$ cat src/rtl/tlb_guarded_pkg.sv
package tlb_guarded_pkg;

   // Outcome of one lookup, decided combinationally and then registered.
   typedef enum logic [1:0] {
      XL_IDLE = 2'd0,
      XL_HIT  = 2'd1,
      XL_MISS = 2'd2,
      XL_PROT = 2'd3
   } xl_kind_e;

   localparam int unsigned DEF_VA_W    = 32;
   localparam int unsigned DEF_PA_W    = 30;
   localparam int unsigned DEF_OFFS_W  = 12;
   localparam int unsigned DEF_ENTRIES = 8;

endpackage

$ cat src/rtl/tlb_entry_store.sv
module tlb_entry_store #(
   parameter int unsigned ENTRIES = 8,
   parameter int unsigned VPN_W   = 20,
   parameter int unsigned PPN_W   = 18,
   localparam int unsigned IDX_W  = $clog2(ENTRIES)
) (
   input  logic                           clk,
   input  logic                           rst_n,
   input  logic                           flush_all,
   input  logic                           fill_en,
   input  logic [IDX_W-1:0]               fill_idx,
   input  logic [VPN_W-1:0]               fill_vpn,
   input  logic [PPN_W-1:0]               fill_ppn,
   input  logic                           fill_wr_ok,
   input  logic                           mark_en,
   input  logic [IDX_W-1:0]               mark_idx,
   output logic [ENTRIES-1:0]             ent_valid,
   output logic [ENTRIES-1:0]             ent_dirty,
   output logic [ENTRIES-1:0]             ent_wr_ok,
   output logic [ENTRIES-1:0][VPN_W-1:0]  ent_vpn,
   output logic [ENTRIES-1:0][PPN_W-1:0]  ent_ppn
);

   for (genvar e = 0; e < ENTRIES; e++) begin : g_slot
      logic fill_here;
      logic mark_here;
      assign fill_here = fill_en && (fill_idx == IDX_W'(e));
      assign mark_here = mark_en && (mark_idx == IDX_W'(e));

      always_ff @(posedge clk) begin
         if (!rst_n) begin
            ent_valid[e] <= 1'b0;
            ent_dirty[e] <= 1'b0;
            ent_wr_ok[e] <= 1'b0;
            ent_vpn[e]   <= '0;
            ent_ppn[e]   <= '0;
         end else if (flush_all) begin
            ent_valid[e] <= 1'b0;
         end else if (fill_here) begin
            ent_valid[e] <= 1'b1;
            ent_dirty[e] <= 1'b0;
            ent_wr_ok[e] <= fill_wr_ok;
            ent_vpn[e]   <= fill_vpn;
            ent_ppn[e]   <= fill_ppn;
         end else if (mark_here) begin
            ent_dirty[e] <= 1'b1;
         end
      end
   end

   // a flush leaves no valid entry behind
   a_r9_flush_clears : assert property (@(posedge clk) disable iff (!rst_n)
      flush_all |=> (ent_valid == '0));

   // a fill lands in the addressed slot as a valid mapping
   a_r8_fill_lands : assert property (@(posedge clk) disable iff (!rst_n)
      (fill_en && !flush_all) |=>
         (ent_valid[$past(fill_idx)] && !ent_dirty[$past(fill_idx)] &&
          ent_vpn[$past(fill_idx)] == $past(fill_vpn)));

   // a permitted write marks its entry modified
   a_r7_dirty_mark : assert property (@(posedge clk) disable iff (!rst_n)
      (mark_en && !flush_all && !(fill_en && fill_idx == mark_idx)) |=>
         ent_dirty[$past(mark_idx)]);

endmodule

$ cat src/rtl/tlb_match.sv
module tlb_match #(
   parameter int unsigned ENTRIES = 8,
   parameter int unsigned VPN_W   = 20,
   parameter int unsigned PPN_W   = 18,
   localparam int unsigned IDX_W  = $clog2(ENTRIES)
) (
   input  logic                           clk,
   input  logic                           rst_n,
   input  logic [VPN_W-1:0]               lk_vpn,
   input  logic [ENTRIES-1:0]             ent_valid,
   input  logic [ENTRIES-1:0]             ent_dirty,
   input  logic [ENTRIES-1:0]             ent_wr_ok,
   input  logic [ENTRIES-1:0][VPN_W-1:0]  ent_vpn,
   input  logic [ENTRIES-1:0][PPN_W-1:0]  ent_ppn,
   output logic                           any_hit,
   output logic [IDX_W-1:0]               sel_idx,
   output logic [PPN_W-1:0]               sel_ppn,
   output logic                           sel_wr_ok,
   output logic                           sel_dirty
);

   logic [ENTRIES-1:0] hit_vec;

   for (genvar e = 0; e < ENTRIES; e++) begin : g_cmp
      assign hit_vec[e] = ent_valid[e] && (ent_vpn[e] == lk_vpn);
   end

   // Scan from the top down so that the lowest matching index is kept last.
   always_comb begin
      sel_idx = '0;
      for (int e = ENTRIES - 1; e >= 0; e--) begin
         if (hit_vec[e]) begin
            sel_idx = IDX_W'(e);
         end
      end
   end

   assign any_hit   = |hit_vec;
   assign sel_ppn   = ent_ppn[sel_idx];
   assign sel_wr_ok = ent_wr_ok[sel_idx];
   assign sel_dirty = ent_dirty[sel_idx];

   // no matching entry below the chosen one
   a_r10_lowest_first : assert property (@(posedge clk) disable iff (!rst_n)
      any_hit |-> ((hit_vec & ((ENTRIES'(1) << sel_idx) - ENTRIES'(1))) == '0));

   // the chosen entry is valid and carries the looked-up tag
   a_r3_valid_only : assert property (@(posedge clk) disable iff (!rst_n)
      any_hit |-> (ent_valid[sel_idx] && ent_vpn[sel_idx] == lk_vpn));

endmodule

$ cat src/rtl/tlb_resp.sv
module tlb_resp
   import tlb_guarded_pkg::*;
#(
   parameter int unsigned OFFS_W = 12,
   parameter int unsigned PPN_W  = 18,
   localparam int unsigned PA_W  = PPN_W + OFFS_W
) (
   input  logic              clk,
   input  logic              rst_n,
   input  logic              req_valid,
   input  logic              req_write,
   input  logic [OFFS_W-1:0] req_off,
   input  logic              any_hit,
   input  logic [PPN_W-1:0]  sel_ppn,
   input  logic              sel_wr_ok,
   input  logic              sel_dirty,
   output logic              mark_en,
   output logic              rsp_valid,
   output logic              rsp_hit,
   output logic [PA_W-1:0]   rsp_paddr,
   output logic              rsp_dirty,
   output logic              rsp_miss_exc,
   output logic              rsp_prot_exc
);

   xl_kind_e kind;

   always_comb begin
      if (!req_valid)                   kind = XL_IDLE;
      else if (!any_hit)                kind = XL_MISS;
      else if (req_write && !sel_wr_ok) kind = XL_PROT;
      else                              kind = XL_HIT;
   end

   assign mark_en = (kind == XL_HIT) && req_write;

   always_ff @(posedge clk) begin
      if (!rst_n) begin
         rsp_valid    <= 1'b0;
         rsp_hit      <= 1'b0;
         rsp_paddr    <= '0;
         rsp_dirty    <= 1'b0;
         rsp_miss_exc <= 1'b0;
         rsp_prot_exc <= 1'b0;
      end else begin
         rsp_valid    <= req_valid;
         rsp_hit      <= (kind == XL_HIT);
         rsp_miss_exc <= (kind == XL_MISS);
         rsp_prot_exc <= (kind == XL_PROT);
         rsp_paddr    <= (kind == XL_HIT) ? {sel_ppn, req_off} : '0;
         rsp_dirty    <= (kind == XL_HIT) && (sel_dirty || req_write);
      end
   end

   // no matching entry yields a miss exception and no address
   a_r4_miss_raised : assert property (@(posedge clk) disable iff (!rst_n)
      (req_valid && !any_hit) |=> (rsp_miss_exc && !rsp_hit && rsp_paddr == '0));

   // a write to a page without write permission is refused
   a_r5_write_refused : assert property (@(posedge clk) disable iff (!rst_n)
      (req_valid && req_write && any_hit && !sel_wr_ok) |=>
         (rsp_prot_exc && !rsp_hit && rsp_paddr == '0));

   // reads never raise the protection exception
   a_r6_read_allowed : assert property (@(posedge clk) disable iff (!rst_n)
      (req_valid && !req_write && any_hit) |=> (rsp_hit && !rsp_prot_exc));

   // the page offset passes through unchanged on a hit
   a_r2_offset_kept : assert property (@(posedge clk) disable iff (!rst_n)
      rsp_hit |-> (rsp_paddr[OFFS_W-1:0] == $past(req_off)));

   // no request, quiet response
   a_r11_quiet : assert property (@(posedge clk) disable iff (!rst_n)
      !req_valid |=> (!rsp_valid && !rsp_hit && !rsp_miss_exc && !rsp_prot_exc));

endmodule

$ cat src/rtl/tlb_guarded.sv
module tlb_guarded
   import tlb_guarded_pkg::*;
#(
   parameter int unsigned VA_W    = DEF_VA_W,
   parameter int unsigned PA_W    = DEF_PA_W,
   parameter int unsigned OFFS_W  = DEF_OFFS_W,
   parameter int unsigned ENTRIES = DEF_ENTRIES,
   localparam int unsigned VPN_W  = VA_W - OFFS_W,
   localparam int unsigned PPN_W  = PA_W - OFFS_W,
   localparam int unsigned IDX_W  = $clog2(ENTRIES)
) (
   input  logic              clk,
   input  logic              rst_n,
   input  logic              req_valid,
   input  logic              req_write,
   input  logic [VA_W-1:0]   req_vaddr,
   input  logic              fill_en,
   input  logic [IDX_W-1:0]  fill_idx,
   input  logic [VPN_W-1:0]  fill_vpn,
   input  logic [PPN_W-1:0]  fill_ppn,
   input  logic              fill_wr_ok,
   input  logic              flush_all,
   output logic              rsp_valid,
   output logic              rsp_hit,
   output logic [PA_W-1:0]   rsp_paddr,
   output logic              rsp_dirty,
   output logic              rsp_miss_exc,
   output logic              rsp_prot_exc
);

   if (ENTRIES < 2) begin : g_bad_entries
      $error("tlb_guarded: ENTRIES must be at least 2");
   end
   if (OFFS_W >= PA_W || OFFS_W >= VA_W) begin : g_bad_offset
      $error("tlb_guarded: page offset must be narrower than both addresses");
   end

   logic [ENTRIES-1:0]             ent_valid;
   logic [ENTRIES-1:0]             ent_dirty;
   logic [ENTRIES-1:0]             ent_wr_ok;
   logic [ENTRIES-1:0][VPN_W-1:0]  ent_vpn;
   logic [ENTRIES-1:0][PPN_W-1:0]  ent_ppn;
   logic                           any_hit;
   logic [IDX_W-1:0]               sel_idx;
   logic [PPN_W-1:0]               sel_ppn;
   logic                           sel_wr_ok;
   logic                           sel_dirty;
   logic                           mark_en;

   tlb_entry_store #(.ENTRIES(ENTRIES), .VPN_W(VPN_W), .PPN_W(PPN_W)) u_store (
      .clk        (clk),
      .rst_n      (rst_n),
      .flush_all  (flush_all),
      .fill_en    (fill_en),
      .fill_idx   (fill_idx),
      .fill_vpn   (fill_vpn),
      .fill_ppn   (fill_ppn),
      .fill_wr_ok (fill_wr_ok),
      .mark_en    (mark_en),
      .mark_idx   (sel_idx),
      .ent_valid  (ent_valid),
      .ent_dirty  (ent_dirty),
      .ent_wr_ok  (ent_wr_ok),
      .ent_vpn    (ent_vpn),
      .ent_ppn    (ent_ppn)
   );

   tlb_match #(.ENTRIES(ENTRIES), .VPN_W(VPN_W), .PPN_W(PPN_W)) u_match (
      .clk       (clk),
      .rst_n     (rst_n),
      .lk_vpn    (req_vaddr[VA_W-1:OFFS_W]),
      .ent_valid (ent_valid),
      .ent_dirty (ent_dirty),
      .ent_wr_ok (ent_wr_ok),
      .ent_vpn   (ent_vpn),
      .ent_ppn   (ent_ppn),
      .any_hit   (any_hit),
      .sel_idx   (sel_idx),
      .sel_ppn   (sel_ppn),
      .sel_wr_ok (sel_wr_ok),
      .sel_dirty (sel_dirty)
   );

   tlb_resp #(.OFFS_W(OFFS_W), .PPN_W(PPN_W)) u_resp (
      .clk          (clk),
      .rst_n        (rst_n),
      .req_valid    (req_valid),
      .req_write    (req_write),
      .req_off      (req_vaddr[OFFS_W-1:0]),
      .any_hit      (any_hit),
      .sel_ppn      (sel_ppn),
      .sel_wr_ok    (sel_wr_ok),
      .sel_dirty    (sel_dirty),
      .mark_en      (mark_en),
      .rsp_valid    (rsp_valid),
      .rsp_hit      (rsp_hit),
      .rsp_paddr    (rsp_paddr),
      .rsp_dirty    (rsp_dirty),
      .rsp_miss_exc (rsp_miss_exc),
      .rsp_prot_exc (rsp_prot_exc)
   );

endmodule

$ cat config.mk
export PLATFORM = sky130hd
export DESIGN_NAME = tlb_guarded
export DESIGN_NICKNAME = d
export VERILOG_FILES = /design/src/rtl/tlb_guarded_pkg.sv /design/src/rtl/tlb_entry_store.sv /design/src/rtl/tlb_match.sv /design/src/rtl/tlb_resp.sv /design/src/rtl/tlb_guarded.sv
export SDC_FILE = /design/constraint.sdc
export NUM_CORES = 1
export LEC_CHECK = 0
export ABC_AREA = 1
export CAP_MARGIN = 25
export CELL_PAD_IN_SITES_DETAIL_PLACEMENT = 1
export CELL_PAD_IN_SITES_GLOBAL_PLACEMENT = 2
export CORE_MARGIN = 4
export CORE_UTILIZATION = 38
export CTS_BUF_LIST = sky130_fd_sc_hd__clkbuf_8
export CTS_CLUSTER_SIZE = 40
export DETAILED_ROUTE_END_ITERATION = 12
export DONT_BUFFER_PORTS = 1
export PLACE_DENSITY = 0.95
export REMOVE_ABC_BUFFERS = 1
export SYNTH_ARGS = -nofsm -noshare
export SYNTH_HDL_FRONTEND = slang
export SYNTH_HIERARCHICAL = 1
export SYNTH_SLANG_ARGS = --single-unit
$ cat constraint.sdc
create_clock -name clk -period 6.8 [get_ports clk]
set_clock_uncertainty 0.1 [all_clocks]
set_input_delay 0.68 -clock clk [delete_from_list [all_inputs] [get_ports clk]]
set_output_delay 0.68 -clock clk [all_outputs]
set_load 0.01 [all_outputs]
Word-level counts from Yosys, hierarchy flattened --
Cells that the tools add are included.
Storage, ports and cells: input port bits 80, word-level logic and storage cells 165, output and inout bits 35, bits in registers 363
Cells by class: eq/ne operators 25, mux-type cells 33, bitwise gates (word level) 2, order comparisons 1, reduce and logical (&&, ||, !) cells 58
Operator list (count):
- == test 20 bit | 8
- binary-select mux 18 bit (select 3 bit) | 1
- AND reduction 2 bit | 17
- logical AND 1 bit | 27
- == test 3 bit (second input constant) | 8
- 2-to-1 mux 3 bit | 8
- 2-to-1 mux 1 bit | 18
- 2-to-1 mux 18 bit | 1
- nonzero test 2 bit | 8
- == test 3 x 2 -> 1 bit (second input constant) | 4
- OR reduction 8 bit | 1
- binary-select mux 1 bit (select 3 bit) | 2
- == test 3 x 1 -> 1 bit (second input constant) | 2
- logical NOT 3 bit | 2
- 2-to-1 mux 2 bit | 3
- == test 2 bit (second input constant) | 2
- < comparator 3 x 4 -> 1 bit (second input constant) | 1
- == test 2 x 1 -> 1 bit (second input constant) | 1
- inverter 1 bit | 2
- OR reduction 2 bit | 1
- logical NOT 1 bit | 1
- logical OR 1 bit | 1

Depth between registers and ports, before layout --
Gate-level depths: netlist of the first run.
word-level depth 22, depth in mapped cells 31, mapped depth without buffers 28

Modules after synthesis --
Netlist of the first run, hierarchy kept.
Modules (own cells, without submodules):
- tlb_entry_store | cells an instance 2291, instances 1, area each 14321.2 µm², seq. area each 6566.3 µm²
- tlb_match | cells an instance 1322, instances 1, area each 6112.1 µm², seq. area each 0.0 µm²
- tlb_resp | cells an instance 113, instances 1, area each 1113.6 µm², seq. area each 700.7 µm²

Least setup slack after synthesis of the first run --
No wires, ideal clock.
kind input -> register, start point input port req_vaddr[23], end point register u_store.ent_dirty[7], library setup time 65 ps, path buffers 4, slack 3621 ps, cell stages on the path 27, data required time 6635 ps, arrival time 3014 ps, path through buf_2 -> inv_2 -> buf_4 -> o22ai_1 -> nor2_1 -> nand3_1 -> nor3_1 -> nand2_1 -> nand2_1 -> nand2_1 -> nand2_2 -> nand2_2 -> buf_4 -> buf_6 -> nand2_1 -> nand3_1 -> nand3_1 -> nand2_1 -> inv_1 -> inv_1 -> nand2_1 -> nand3_1 -> nor2_1 -> nand2_1 -> nor2_1 -> a21oi_1 -> nor2_1
Between the ends: word-level cells in the longest chain between the ends 22, elaborated cells on any way between the ends 38, those cells by class eq/ne (10); mux (13); reduce/logical (15)
RTL lines:
- from (decl) | line tlb_guarded.sv:16 | input logic [VA_W-1:0] req_vaddr,
- == test 20 bit | line tlb_match.sv:25 | assign hit_vec[e] = ent_valid[e] && (ent_vpn[e] == lk_vpn);
- logical AND 1 bit | line tlb_match.sv:25
- 2-to-1 mux 3 bit (7 in a row) | line tlb_match.sv:32 | if (hit_vec[e]) begin
- 2-to-1 mux 3 bit * | line tlb_match.sv:32
- binary-select mux 1 bit (select 3 bit) * | line tlb_match.sv:40 | assign sel_wr_ok = ent_wr_ok[sel_idx];
- 2-to-1 mux 1 bit (implied by the code) * | line tlb_match.sv:40
- named net sel_wr_ok | line tlb_guarded.sv:46 | logic sel_wr_ok;
- logical NOT 1 bit * | line tlb_resp.sv:31 | else if (req_write && !sel_wr_ok) kind = XL_PROT;
- [... 2 more ...]
- 2-to-1 mux 2 bit * | line tlb_resp.sv:30 | else if (!any_hit) kind = XL_MISS;
- 2-to-1 mux 2 bit * | line tlb_resp.sv:29 | if (!req_valid) kind = XL_IDLE;
- == test 2 x 1 -> 1 bit * | line tlb_resp.sv:35 | assign mark_en = (kind == XL_HIT) && req_write;
- logical AND 1 bit * | line tlb_resp.sv:35
- named net mark_en | line tlb_guarded.sv:48 | logic mark_en;
- logical AND 1 bit * | line tlb_entry_store.sv:28 | assign mark_here = mark_en && (mark_idx == IDX_W'(e));
- nonzero test 2 bit (no source line) *
- AND reduction 2 bit (no source line) *
- to (signal, indexed assignment) | line tlb_entry_store.sv:33 | ent_dirty[e] <= 1'b0;
- to (signal, indexed assignment) | line tlb_entry_store.sv:41 | ent_dirty[e] <= 1'b0;
- to (signal, indexed assignment) | line tlb_entry_store.sv:46 | ent_dirty[e] <= 1'b1;
- to (decl) | line tlb_entry_store.sv:18 | output logic [ENTRIES-1:0] ent_dirty,
Mark *: on every way through the listed nets, which the timed path passes. The rest lies on a longest branch. The select of a mux whose other input is x is not followed. A chain may end at the register's enable or synchronous reset.

Worst setup path in the final report of the first run --
start point register u_store/ent_vpn[26] (netlist bit), end point register u_resp.rsp_paddr[19]
Between the ends: word-level cells in the longest chain between the ends 13, elaborated cells on any way between the ends 16, those cells by class eq/ne (2); mux (9); reduce/logical (5)
RTL lines:
- from (decl) | line tlb_entry_store.sv:20 | output logic [ENTRIES-1:0][VPN_W-1:0] ent_vpn,
- from (signal, indexed assignment) | line tlb_entry_store.sv:43 | ent_vpn[e] <= fill_vpn;
- == test 20 bit | line tlb_match.sv:25
- logical AND 1 bit | line tlb_match.sv:25
- 2-to-1 mux 3 bit (2 in a row) | line tlb_match.sv:32
- binary-select mux 1 bit (select 3 bit) | line tlb_match.sv:40
- 2-to-1 mux 1 bit (implied by the code) | line tlb_match.sv:40
- named net sel_wr_ok | line tlb_guarded.sv:46
- logical NOT 1 bit | line tlb_resp.sv:31
- logical AND 1 bit | line tlb_resp.sv:31
- 2-to-1 mux 2 bit | line tlb_resp.sv:31
- 2-to-1 mux 2 bit | line tlb_resp.sv:30
- 2-to-1 mux 2 bit | line tlb_resp.sv:29
- == test 2 x 1 -> 1 bit | line tlb_resp.sv:50 | rsp_paddr <= (kind == XL_HIT) ? {sel_ppn, req_off} : '0;
- AND reduction 2 bit (no source line)
- to (signal assigned) | line tlb_resp.sv:50
- to (decl) | line tlb_resp.sv:20 | output logic [PA_W-1:0] rsp_paddr,
The timed path passes the listed nets, and every way through them passes these cells. The select of a mux whose other input is x is not followed.

==> results.ini, run 1 <==
[setup_path]
crit_fanout = 42
crit_required_ns = 7.21
critical_path_class = flop to flop
rr_startpoint = u_store/ent_vpn[26]
cp-end-kind = flop
start_kind = flop
reg2reg_slack_ns = 2.71
worstReg2RegEnd = u_resp/rsp_paddr[19]
reg2reg_depth = 17
crit_arrival_ns = 4.50

[synthesis]
syn_area_um2 = 21500
syn_area_per_cell_um2 = 5.78
syn_inst = 3726
yosysWarningCount = 6
yosys.cell_types.count = 38
synth-seq-cells = 363
seq_area_frac_synth_pct = 33.7

[sta]
setup_slack_ns = 2.71
hold_ws_ns = 0.0594
setup_viol = 0
finalHoldViolCount = 0
layout_min_cycle_time_ns = 4.09
slew_viol_final = 0
post-route-period-util_pct = 60.2
rsz0062_at_grt = no
tightest_slew_ns = 0.955
slew_headroom_pct = 36.3
finalSetupTns_ns = 0
fmax_mhz = 244

[floorplan]
rows = 87
die_x_um = 246
core_um2 = 56300
die-area_um2 = 60600
ios = 115
die_h_um = 246
start_util_pct = 38.3

[global_routing]
grt_first_pass_wirelength_um = 124000
grt_overflow_total = 0
grt_pass1_vias = 21100
grt_max_degree = 323
track_usage_pct = 26.2
antenna_found_initial = 2

[pwr]
powerDensity_nw_per_um2 = 208
vdd_drop_max_mv = 0.122
p_leak_nw = 11.4

[placement]
gp_congestion = 1.00
place_ws_ns = 2.32
dp_hpwl_um = 53600
portBuffers = 0

[route]
vias = 21754
route.detailed.drc = 0
wl_per_cell_um = 18.2
drt-pass1-iter-count = 5
via_per_inst = 4.90
drt-total-wl_um = 80800
drtIter0Drc = 1759
final_antenna_net_count = 0

[clocking]
cts-root-buf = clkbuf_8
clk_pin_slew_ns = 0.06
postCtsHoldBufs = 2
post_cts_buffers = 0
clkSinkCount = 363
cts_buffer_depth = 3
cts-buffers-inserted = 71
tritoncts = yes
htreeDepth = 3
cts_resized = 0
clk-insertion-delay-late_ns = 0.65

[hold_path]
hold_end = u_store/ent_ppn[103]
min_path_type = input port to flop
hold_path.startpoint = rst_n
holdPathStages = 2

[job]
maxCapViolations = 0

[finish]
layout-drive-gt1-share_pct = 5.57
final_core_util_pct = 41.4
syn2layout_area_growth_pct = 8.25
layout_commonest_cell = nand2_1
final_cell_mix = nand2_1 (944), inv_1 (857), nor2_1 (600)
nets = 3712

[status]
status = completed

==> worst max-delay path: stages (launching register included) <==
cell and delay [ns]:
dfxtp_1 0.40, nor2_1 0.14, nor4_1 0.56, nand2_1 0.10
nor3_1 0.31, nand4_1 0.27, nand2_1 0.13, buf_4 0.46
nand3_1 0.14, nand3_1 0.12, nand3_1 0.07, nand2_1 0.10
inv_1 0.04, inv_1 0.05, nand2_1 0.08, nand2_2 0.24
buf_4 0.54, nor2_1 0.08
==> per-layer routing <==
metal	track usage (%)	routed length, um	vias to the layer above	part of all wire [%]
met3	4.36	5110	126	6.3
met4	8.31	2210	0	2.7
li1	-	-	10834	-
met1	37.7	39000	10224	48
met2	40.0	34500	570	43
met5	0	0	-	0
==> synth_stat cells <==
master    number  area share [%]
or2_2         15            0.44
nand3_2        2           0.093
a21oi_4        1           0.076
nand3b_1      21            0.73
nor3_2         1           0.046
o21ai_1        8            0.19
nand4_1       29            0.84
o221ai_1       1           0.041
o22ai_1       50             1.5
nor2_2        32            0.93
and3_1         4            0.12
o21ai_0       57             1.3
a211oi_1       2           0.070
buf_6          8            0.42
a21oi_1       16            0.37
nor2_4         3            0.16
nand2_2        4            0.12
nor2_1       604              11
inv_1        831              14
nor3_1        22            0.51
or2_1          2           0.058
buf_1         17            0.30
clkbuf_1      80             1.4
xnor2_1       18            0.73
xor2_1        21            0.85
nor2b_1        2           0.058
dfxtp_1      363              34
inv_2         12            0.21
nor4_2         1           0.058
nor4_1         9            0.26
buf_4         14            0.49
o211ai_1       2           0.070
nand4_2        2            0.12
nand3_1      443              10
nand2b_1       1           0.029
buf_2         75             1.7
nand2_1      947              16
nor3b_1        6            0.21
==> power breakdown <==
part           internal, W  switching, W  total, W
clock network      0.00121      0.000997   0.00220
logic             0.000131      0.000300  0.000430
registers          0.00217     0.0000375   0.00221
==> how the worst max path moves through the flow <==
| stage | startpoint | endpoint | slack [ns] | depth (start not counted) |
|---|---|---|---|---|
| after floorplan | flush_all | u_store/ent_ppn[0] | 2.13 | 4 |
| after global placement | req_vaddr[29] | u_resp/rsp_paddr[19] | 2.23 | 25 |
| after detailed placement | req_vaddr[18] | u_resp/rsp_paddr[19] | 2.32 | 18 |
| after CTS | u_store/ent_vpn[26] | u_resp/rsp_hit | 2.81 | 17 |
| after global routing | u_store/ent_vpn[26] | u_resp/rsp_paddr[19] | 2.43 | 17 |
| final | u_store/ent_vpn[26] | u_resp/rsp_paddr[19] | 2.71 | 17 |
==> flip-flops by register name, summed over array words and instances, names as in the netlist <==
| register | flops |
|---|---|
| u_resp/rsp_dirty | 1 |
| u_resp/rsp_hit | 1 |
| u_resp/rsp_miss_exc | 1 |
| u_resp/rsp_paddr | 30 |
| u_resp/rsp_prot_exc | 1 |
| u_resp/rsp_valid | 1 |
| u_store/ent_dirty | 8 |
| u_store/ent_ppn | 144 |
| u_store/ent_valid | 8 |
| u_store/ent_vpn | 160 |
| u_store/ent_wr_ok | 8 |
==> per-stage QoR <==
step / std cells / cell area, um2 / total power [W]
final: 4440 / 23300 / 0.00484
after floorplan: 3532 / 20600 / 0.00253
after CTS: 4436 / 23300 / 0.00490
after detailed placement: 4311 / 21900 / 0.00267
after global placement: 4309 / 21800 / 0.00267
after global routing: 4440 / 23300 / 0.00506
==> cells by family (layout without fill, tap and decap cells) <==
family | after synthesis | count (layout) | share of synthesized area, %
flip-flops | 363 | 363 | 33.7
other | 0 | 2 | 0
AND/OR/NAND/NOR | 2150 | 2150 | 42.1
AO/OA/AOI/OAI | 137 | 137 | 3.59
buffers and inverters | 1037 | 993 | 19.0
XOR/XNOR | 39 | 39 | 1.59
==> layout make-up <==
type | instances | area [um2]
Sequential cell | 363 | 7270
Clock inverter | 38 | 220
Fill cell | 7815 | 33000
Multi-Input combinational cell | 2326 | 10300
Antenna cell | 2 | 5.00
Tap cell | 756 | 946
Inverter | 843 | 3170
Timing Repair Buffer | 27 | 278
Clock buffer | 85 | 1170
Power figures use the tool's default switching activity.
==> inputs of run 2 (changes only) <==
ABC_AREA = 0   (was 1)
PLACE_DENSITY = 0.87   (was 0.95)
clock period = 3.34 ns   (was 6.8 ns; I/O delays follow)
==> run 2 against run 1 <==
Synthesized area decreased by 24%. Worst setup slack got worse by 3.3 ns. Largest cell class unchanged. Die area decreased by 23%. Register-to-register slack got worse by 3.3 ns. Synthesized cell count decreased by 55%. The flow now finishes with violations (negative setup slack). Combinational power increased by 80%. Clock power increased by 94%. Maximum frequency increased by 5.4%. Non-clock buffer count increased by 489. Sequential share of layout area increased by 0.19 points. Highest routed layer unchanged. Design area decreased by 0.50%.
==> results.ini, run 2 <==
[status]
status = finished, violations left
violations = negative setup slack

[setup_path]
crit_arrival_ns = 4.40
critical_path_class = flop to flop
crit_required_ns = 3.86
crit_fanout = 6
critPathMaxStageDelay_ns = 0.43
worstReg2RegEnd = u_store/ent_dirty[0]
crit_path_frequent_cell = buf_4
reg2reg_depth = 16
crit_start = u_store/ent_vpn[93]
critPathTopFamily = simple AND/OR/NAND/NOR gates
cp-end-kind = flop
cp_cell_sequence = xnor2_1 > nand4_1 > nor4_4 > buf_4 > nand4b_1 > and3_1 > a221o_4 > buf_12 > mux2i_1 > a221oi_2 > and4_4 > nor3b_2 > buf_4 > buf_6 > a21oi_2 > and3b_1
start_kind = flop
slowest_stage = a221o_4
reg2reg_slack_ns = -0.54
rr_startpoint = u_store/ent_vpn[93]
crit_buf_inv = 4

[placement]
dp_hpwl_um = 34400
portBuffers = 0
place_ws_ns = -0.651
gp_congestion = 0.948

[finish]
layout.area.seq_um2 = 7270
multi_input_area_um2 = 8820
regMostFlops = u_store/ent_vpn
final_core_util_pct = 54.8
fillers = 4604
layout_commonest_cell = mux2i_1
syn2layout_area_growth_pct = 41.3
layout-drive-gt1-share_pct = 13.4
final_cell_mix = mux2i_1 (393), dlygate4sd3_1 (382), nand2_1 (362)
largest_reg_flops = 160
nets = 2212
top_regs = u_store/ent_vpn x160, u_store/ent_ppn x144, u_resp/rsp_paddr x30

[floorplan]
core_um2 = 42300
die-area_um2 = 46600
start_util_pct = 38.8
ios = 115
die_h_um = 216
rows = 75
die_x_um = 216

[clocking]
cts-buffers-inserted = 61
cts_buffer_depth = 3
clk_pin_slew_ns = 0.06
tritoncts = yes
clkSinkCount = 363
htreeDepth = 2
clk-insertion-delay-late_ns = 0.70
cts-root-buf = clkbuf_8

[global_routing]
grt_overflow_total = 0
grt_pass1_vias = 17051
grt_max_degree = 183
grt_first_pass_wirelength_um = 103000
track_usage_pct = 28.4
antenna_found_initial = 1

[sta]
rsz0062_at_grt = yes
setup_slack_ns = -0.542
finalHoldViolCount = 0
layout_min_cycle_time_ns = 3.88
tightest_slew_ns = 1.03
fmax_mhz = 258
setup_viol = 41
hold_ws_ns = 0.0394
slew_headroom_pct = 31.3
slew_viol_final = 0
post-route-period-util_pct = 116

[synthesis]
synth-seq-cells = 363
synthTopCellsByArea = dfxtp_1 (44%), mux2i_1 (24%), nand2_1 (8.3%)
yosysWarningCount = 6
yosys.cell_types.count = 50
yosysMostFrequentCell = mux2i_1
syn_inst = 1675
syn_area_um2 = 16400
synth_commonest_cells = mux2i_1 (393), dfxtp_1 (363), nand2_1 (362)
seq_area_frac_synth_pct = 44.2
netlist.area_leader.share_pct = 44.2
syn_area_per_cell_um2 = 9.81
yosys.area.top_type = dfxtp_1
synth-main-ff-cell = dfxtp_1
synth_edf_count = 0
synthArstFlopShare_pct = 0

[route]
wl_per_cell_um = 24.8
final_antenna_net_count = 0
vias = 14861
route.detailed.drc = 0
drtIter0Drc = 900
via_per_inst = 5.39
drt-pass1-iter-count = 5
drt-total-wl_um = 68500

[pwr]
vdd_drop_max_mv = 0.325
powerDensity_nw_per_um2 = 407
p_leak_nw = 9.39

[hold_path]
holdPathStages = 3
min_path_type = input port to flop
hold_path.startpoint = flush_all
hold_end = u_store/ent_dirty[6]

[job]
maxCapViolations = 0

==> run 2: what timing repair did <==
item,4_1_cts,5_1_grt
endpoints found under the setup margin,41,41
hold endpoints to repair,350,0
pin swaps,11,13
setup buffers,8,2
hold buffers,383,0
gates resized for setup,27,34
gates cloned,4,2
==> run 2: layout make-up <==
type / count / share of cell area, %
Clock buffer: 81 / 4.80
Inverter: 3 / 0.0485
Sequential cell: 363 / 31.3
Clock inverter: 30 / 0.766
Multi-Input combinational cell: 1187 / 38.0
Antenna cell: 2 / 0.0216
Timing Repair Buffer: 516 / 21.9
Tap cell: 577 / 3.11
==> run 2: layer usage <==
layer  vias to the layer above  global-route usage (%)  share of wire (%)
li1                       6693                       -                  -
met1                      7518                    32.2                 39
met2                       450                    51.3                 51
met3                       200                    5.09                4.9
met4                         0                    13.6                4.7
met5                         -                       0                  0
==> run 2: how the worst max path moves through the flow <==
stage	to	depth (start not counted)
3_3_place_gp	u_store/ent_dirty[3]	15
4_1_cts	u_store/ent_dirty[3]	14
2_1_floorplan	u_store/ent_dirty[3]	13
3_5_place_dp	u_store/ent_dirty[3]	15
5_1_grt	u_store/ent_dirty[0]	16
6_report	u_store/ent_dirty[0]	16
==> run 2: kinds of logic (layout without fill, tap and decap cells) <==
| kind of cell | count (synthesis) | after routing | share of synthesized area, % |
|---|---|---|---|
| AND/OR/NAND/NOR | 564 | 564 | 16.1 |
| multiplexers | 393 | 393 | 23.9 |
| flip-flops | 363 | 363 | 44.2 |
| XOR/XNOR | 160 | 160 | 8.53 |
| buffers and inverters | 125 | 630 | 3.98 |
| AO/OA/AOI/OAI | 70 | 70 | 3.24 |
| other | 0 | 2 | 0 |
==> run 2: stage by stage <==
step | total power, W | cell area [um2] | TNS (ns) | cells
after detailed placement | 0.00504 | 17600 | -17.06 | 2251
after floorplan | 0.00480 | 15800 | -114.21 | 1553
after global placement | 0.00503 | 17600 | -12.35 | 2251
final | 0.00945 | 23200 | -16.09 | 2759
after CTS | 0.00938 | 23000 | -7.71 | 2756
after global routing | 0.00976 | 23200 | -19.68 | 2758
==> run 2: power breakdown <==
part,internal (W),switching [W],total (W)
combinational,0.000346,0.000427,0.000773
clock,0.00225,0.00201,0.00426
sequential,0.00438,0.0000371,0.00442
total,0.00697,0.00248,0.00945
==> run 2: worst reg2reg max path: stages (launching register included) <==
cell      delay, ns
dfxtp_1        0.33
xnor2_1        0.38
nand4_1        0.24
nor4_4         0.34
buf_4          0.16
nand4b_1       0.08
and3_1         0.20
a221o_4        0.43
buf_12         0.16
mux2i_1        0.14
a221oi_2       0.35
and4_4         0.27
nor3b_2        0.15
buf_4          0.14
buf_6          0.09
a21oi_2        0.04
and3b_1        0.21
==> inputs of run 3 (changes only) <==
==> constraint.sdc (replaced) <==
create_clock -name clk -period 3.34 [get_ports clk]
set_clock_uncertainty 0.1 [all_clocks]
set_input_delay 0.668 -clock clk [delete_from_list [all_inputs] [get_ports clk]]
set_output_delay 0.668 -clock clk [all_outputs]
set_load 0.01 [all_outputs]
==> run 3 against run 2 <==
The run ends with max-slew violations, negative setup slack left. Flip-flop and latch count stayed put. Critical endpoint is now u_store/ent_dirty[3]. Die area stayed put. Design area is 15% lower. Cell count is 12% lower. Clock power hardly changed. Sequential power hardly changed. Worst hold slack better by 0.042 ns. Power is 1.9% lower. Highest routed layer unchanged. Non-clock buffer count is 341 lower. Critical path depth is 2 lower. Core utilization is 8.3 points lower. Wire length is 19% lower.
==> results.ini, run 3 (same netlist as run 2, synthesis figures left out) <==
[pwr]
p_leak_nw = 8.02
swShare_pct = 24.5
seqPwrFrac_pct = 47.6
p_int_w = 0.00700
clockPowerShare_pct = 45.7
share_comb_of_total_power_pct = 6.7
powerDensity_nw_per_um2 = 471
vdd_drop_max_mv = 0.232
p_total_w = 0.00927
p_sw_w = 0.00227

[route]
final_antenna_net_count = 0
route.detailed.drc = 0
drt-total-wl_um = 55600
vias = 12975
via_per_inst = 5.37
drt-pass1-iter-count = 5
wl_per_cell_um = 23.0
drtIter0Drc = 721

[sta]
setup_viol = 41
fmax_mhz = 269
post-route-period-util_pct = 111
rsz0062_at_grt = yes
layout_min_cycle_time_ns = 3.72
slew_headroom_pct = -6.01
finalHoldViolCount = 0
tightest_slew_ns = 1.59
setup_slack_ns = -0.382
finalSetupTns_ns = -10.74
slew_viol_final = 133
hold_ws_ns = 0.0812

[global_routing]
grt_util_met2_pct = 40.7
track_usage_pct = 23.1
grt_pass1_vias = 14124
grt_first_pass_wirelength_um = 83600
gr-usage-met3_pct = 5.25
grt_busiest_layer = met2
grt_overflow_total = 0
use_met1_pct = 27.4
antenna_found_initial = 0
grt_max_degree = 364

[floorplan]
ios = 115
die-area_um2 = 46600
die_x_um = 216
core_um2 = 42300
rows = 75
start_util_pct = 38.8
die_h_um = 216

[setup_path]
crit_required_ns = 3.80
slowest_stage = or4b_4
critPathTopFamily = simple AND/OR/NAND/NOR gates
critical_path_class = flop to flop
critPathMaxStageDelay_ns = 0.57
crit_buf_inv = 1
cp_cell_sequence = xor2_2 > or4b_4 > nor4b_2 > nand4_1 > and3_1 > a221o_4 > mux2i_1 > a22o_1 > a221oi_2 > and4_4 > nor3b_4 > buf_6 > a31oi_1 > nor3b_1
cp-end-kind = flop
crit_fanout = 4
start_kind = flop
crit_arrival_ns = 4.19

[hold_path]
min_path_type = input port to flop

[clocking]
clk_pin_slew_ns = 0.06
clkSinkCount = 363
cts_buffer_depth = 3
cts-root-buf = clkbuf_8
cts-buffers-inserted = 66
htreeDepth = 3
postCtsHoldBufs = 0
clk-insertion-delay-late_ns = 0.64
tritoncts = yes

[finish]
fin_cells = 2417
regMostFlops = u_store/ent_vpn
largest_reg_flops = 160
layout-drive-gt1-share_pct = 17.0
top_regs = u_store/ent_vpn x160, u_store/ent_ppn x144, u_resp/rsp_paddr x30
nets = 1876
layout_commonest_cell = mux2i_1
fillers = 4732
syn2layout_area_growth_pct = 19.9
final_cell_mix = mux2i_1 (393), nand2_1 (362), dfxtp_1 (362)
n_antenna_cell = 0
final_core_util_pct = 46.5

[placement]
dp_hpwl_um = 34800
gp_congestion = 0.916
portBuffers = 0
placed_cells = 2285

[status]
violations = max-slew violations, negative setup slack
status = finished, violations left

[job]
maxCapViolations = 0

## run 3: timing repair
item                                    in CTS  in global routing
buffers inserted                             9                  3
endpoints found under the setup margin      41                 41
gates resized for setup                     43                 16
cloned                                      10                  0
pin swaps                                   21                 11
## run 3: through the flow
| stage | worst slack [ns] | cell area (um2) |
|---|---|---|
| CTS | -0.282 | 19600 |
| detailed placement | -0.871 | 17800 |
| finish | -0.382 | 19700 |
| floorplan | -2.78 | 15800 |
| global placement | -0.857 | 17800 |
| global route | -0.580 | 19700 |
## run 3: layout make-up
cell class	count	area (um2)	share of cell area (%)
clock buffers	84	1160	5.87
clock inverters	28	155	0.788
inverters	3	11.3	0.0572
multi-input cells	1187	8730	44.3
flip-flops and latches	363	7270	36.9
well taps	577	722	3.67
repair buffers	175	1650	8.39
## run 3: worst reg2reg max path, delay by kind of cell, from the launching register on
kind / cells / cell delay (ns)
XOR/XNOR: 1 / 0.16
flip-flops: 1 / 0.34
buffers and inverters: 1 / 0.14
multiplexers: 1 / 0.13
AO/OA/AOI/OAI: 4 / 1.00
AND/OR/NAND/NOR: 7 / 1.80
## run 3: metal layers
metal	routed length [um]	vias to the layer above
met1	23300	6504
met5	0	-
li1	-	6015
met4	1950	0
met2	27500	334
met3	2820	122
## run 3: power groups by stage
stage	sequential, W	clock [W]	combinational [W]
3_3_place_gp	0.00451	0	0.000560
5_1_grt	0.00442	0.00456	0.000653
2_1_floorplan	0.00450	0	0.000301
3_5_place_dp	0.00451	0	0.000574
6_report	0.00442	0.00423	0.000622
4_1_cts	0.00442	0.00434	0.000610
## run 3: path summary, 6_finish.rpt
path,start,slack [ns],cells past startpoint,endpoint
max,u_store/ent_vpn[5],-0.38,14,u_store/ent_dirty[3]
max reg2reg,u_store/ent_vpn[5],-0.38,14,u_store/ent_dirty[3]
min reg2reg,u_store/ent_ppn[113],0.36,2,u_store/ent_ppn[113]
min,req_valid,0.08,1,u_resp/rsp_valid
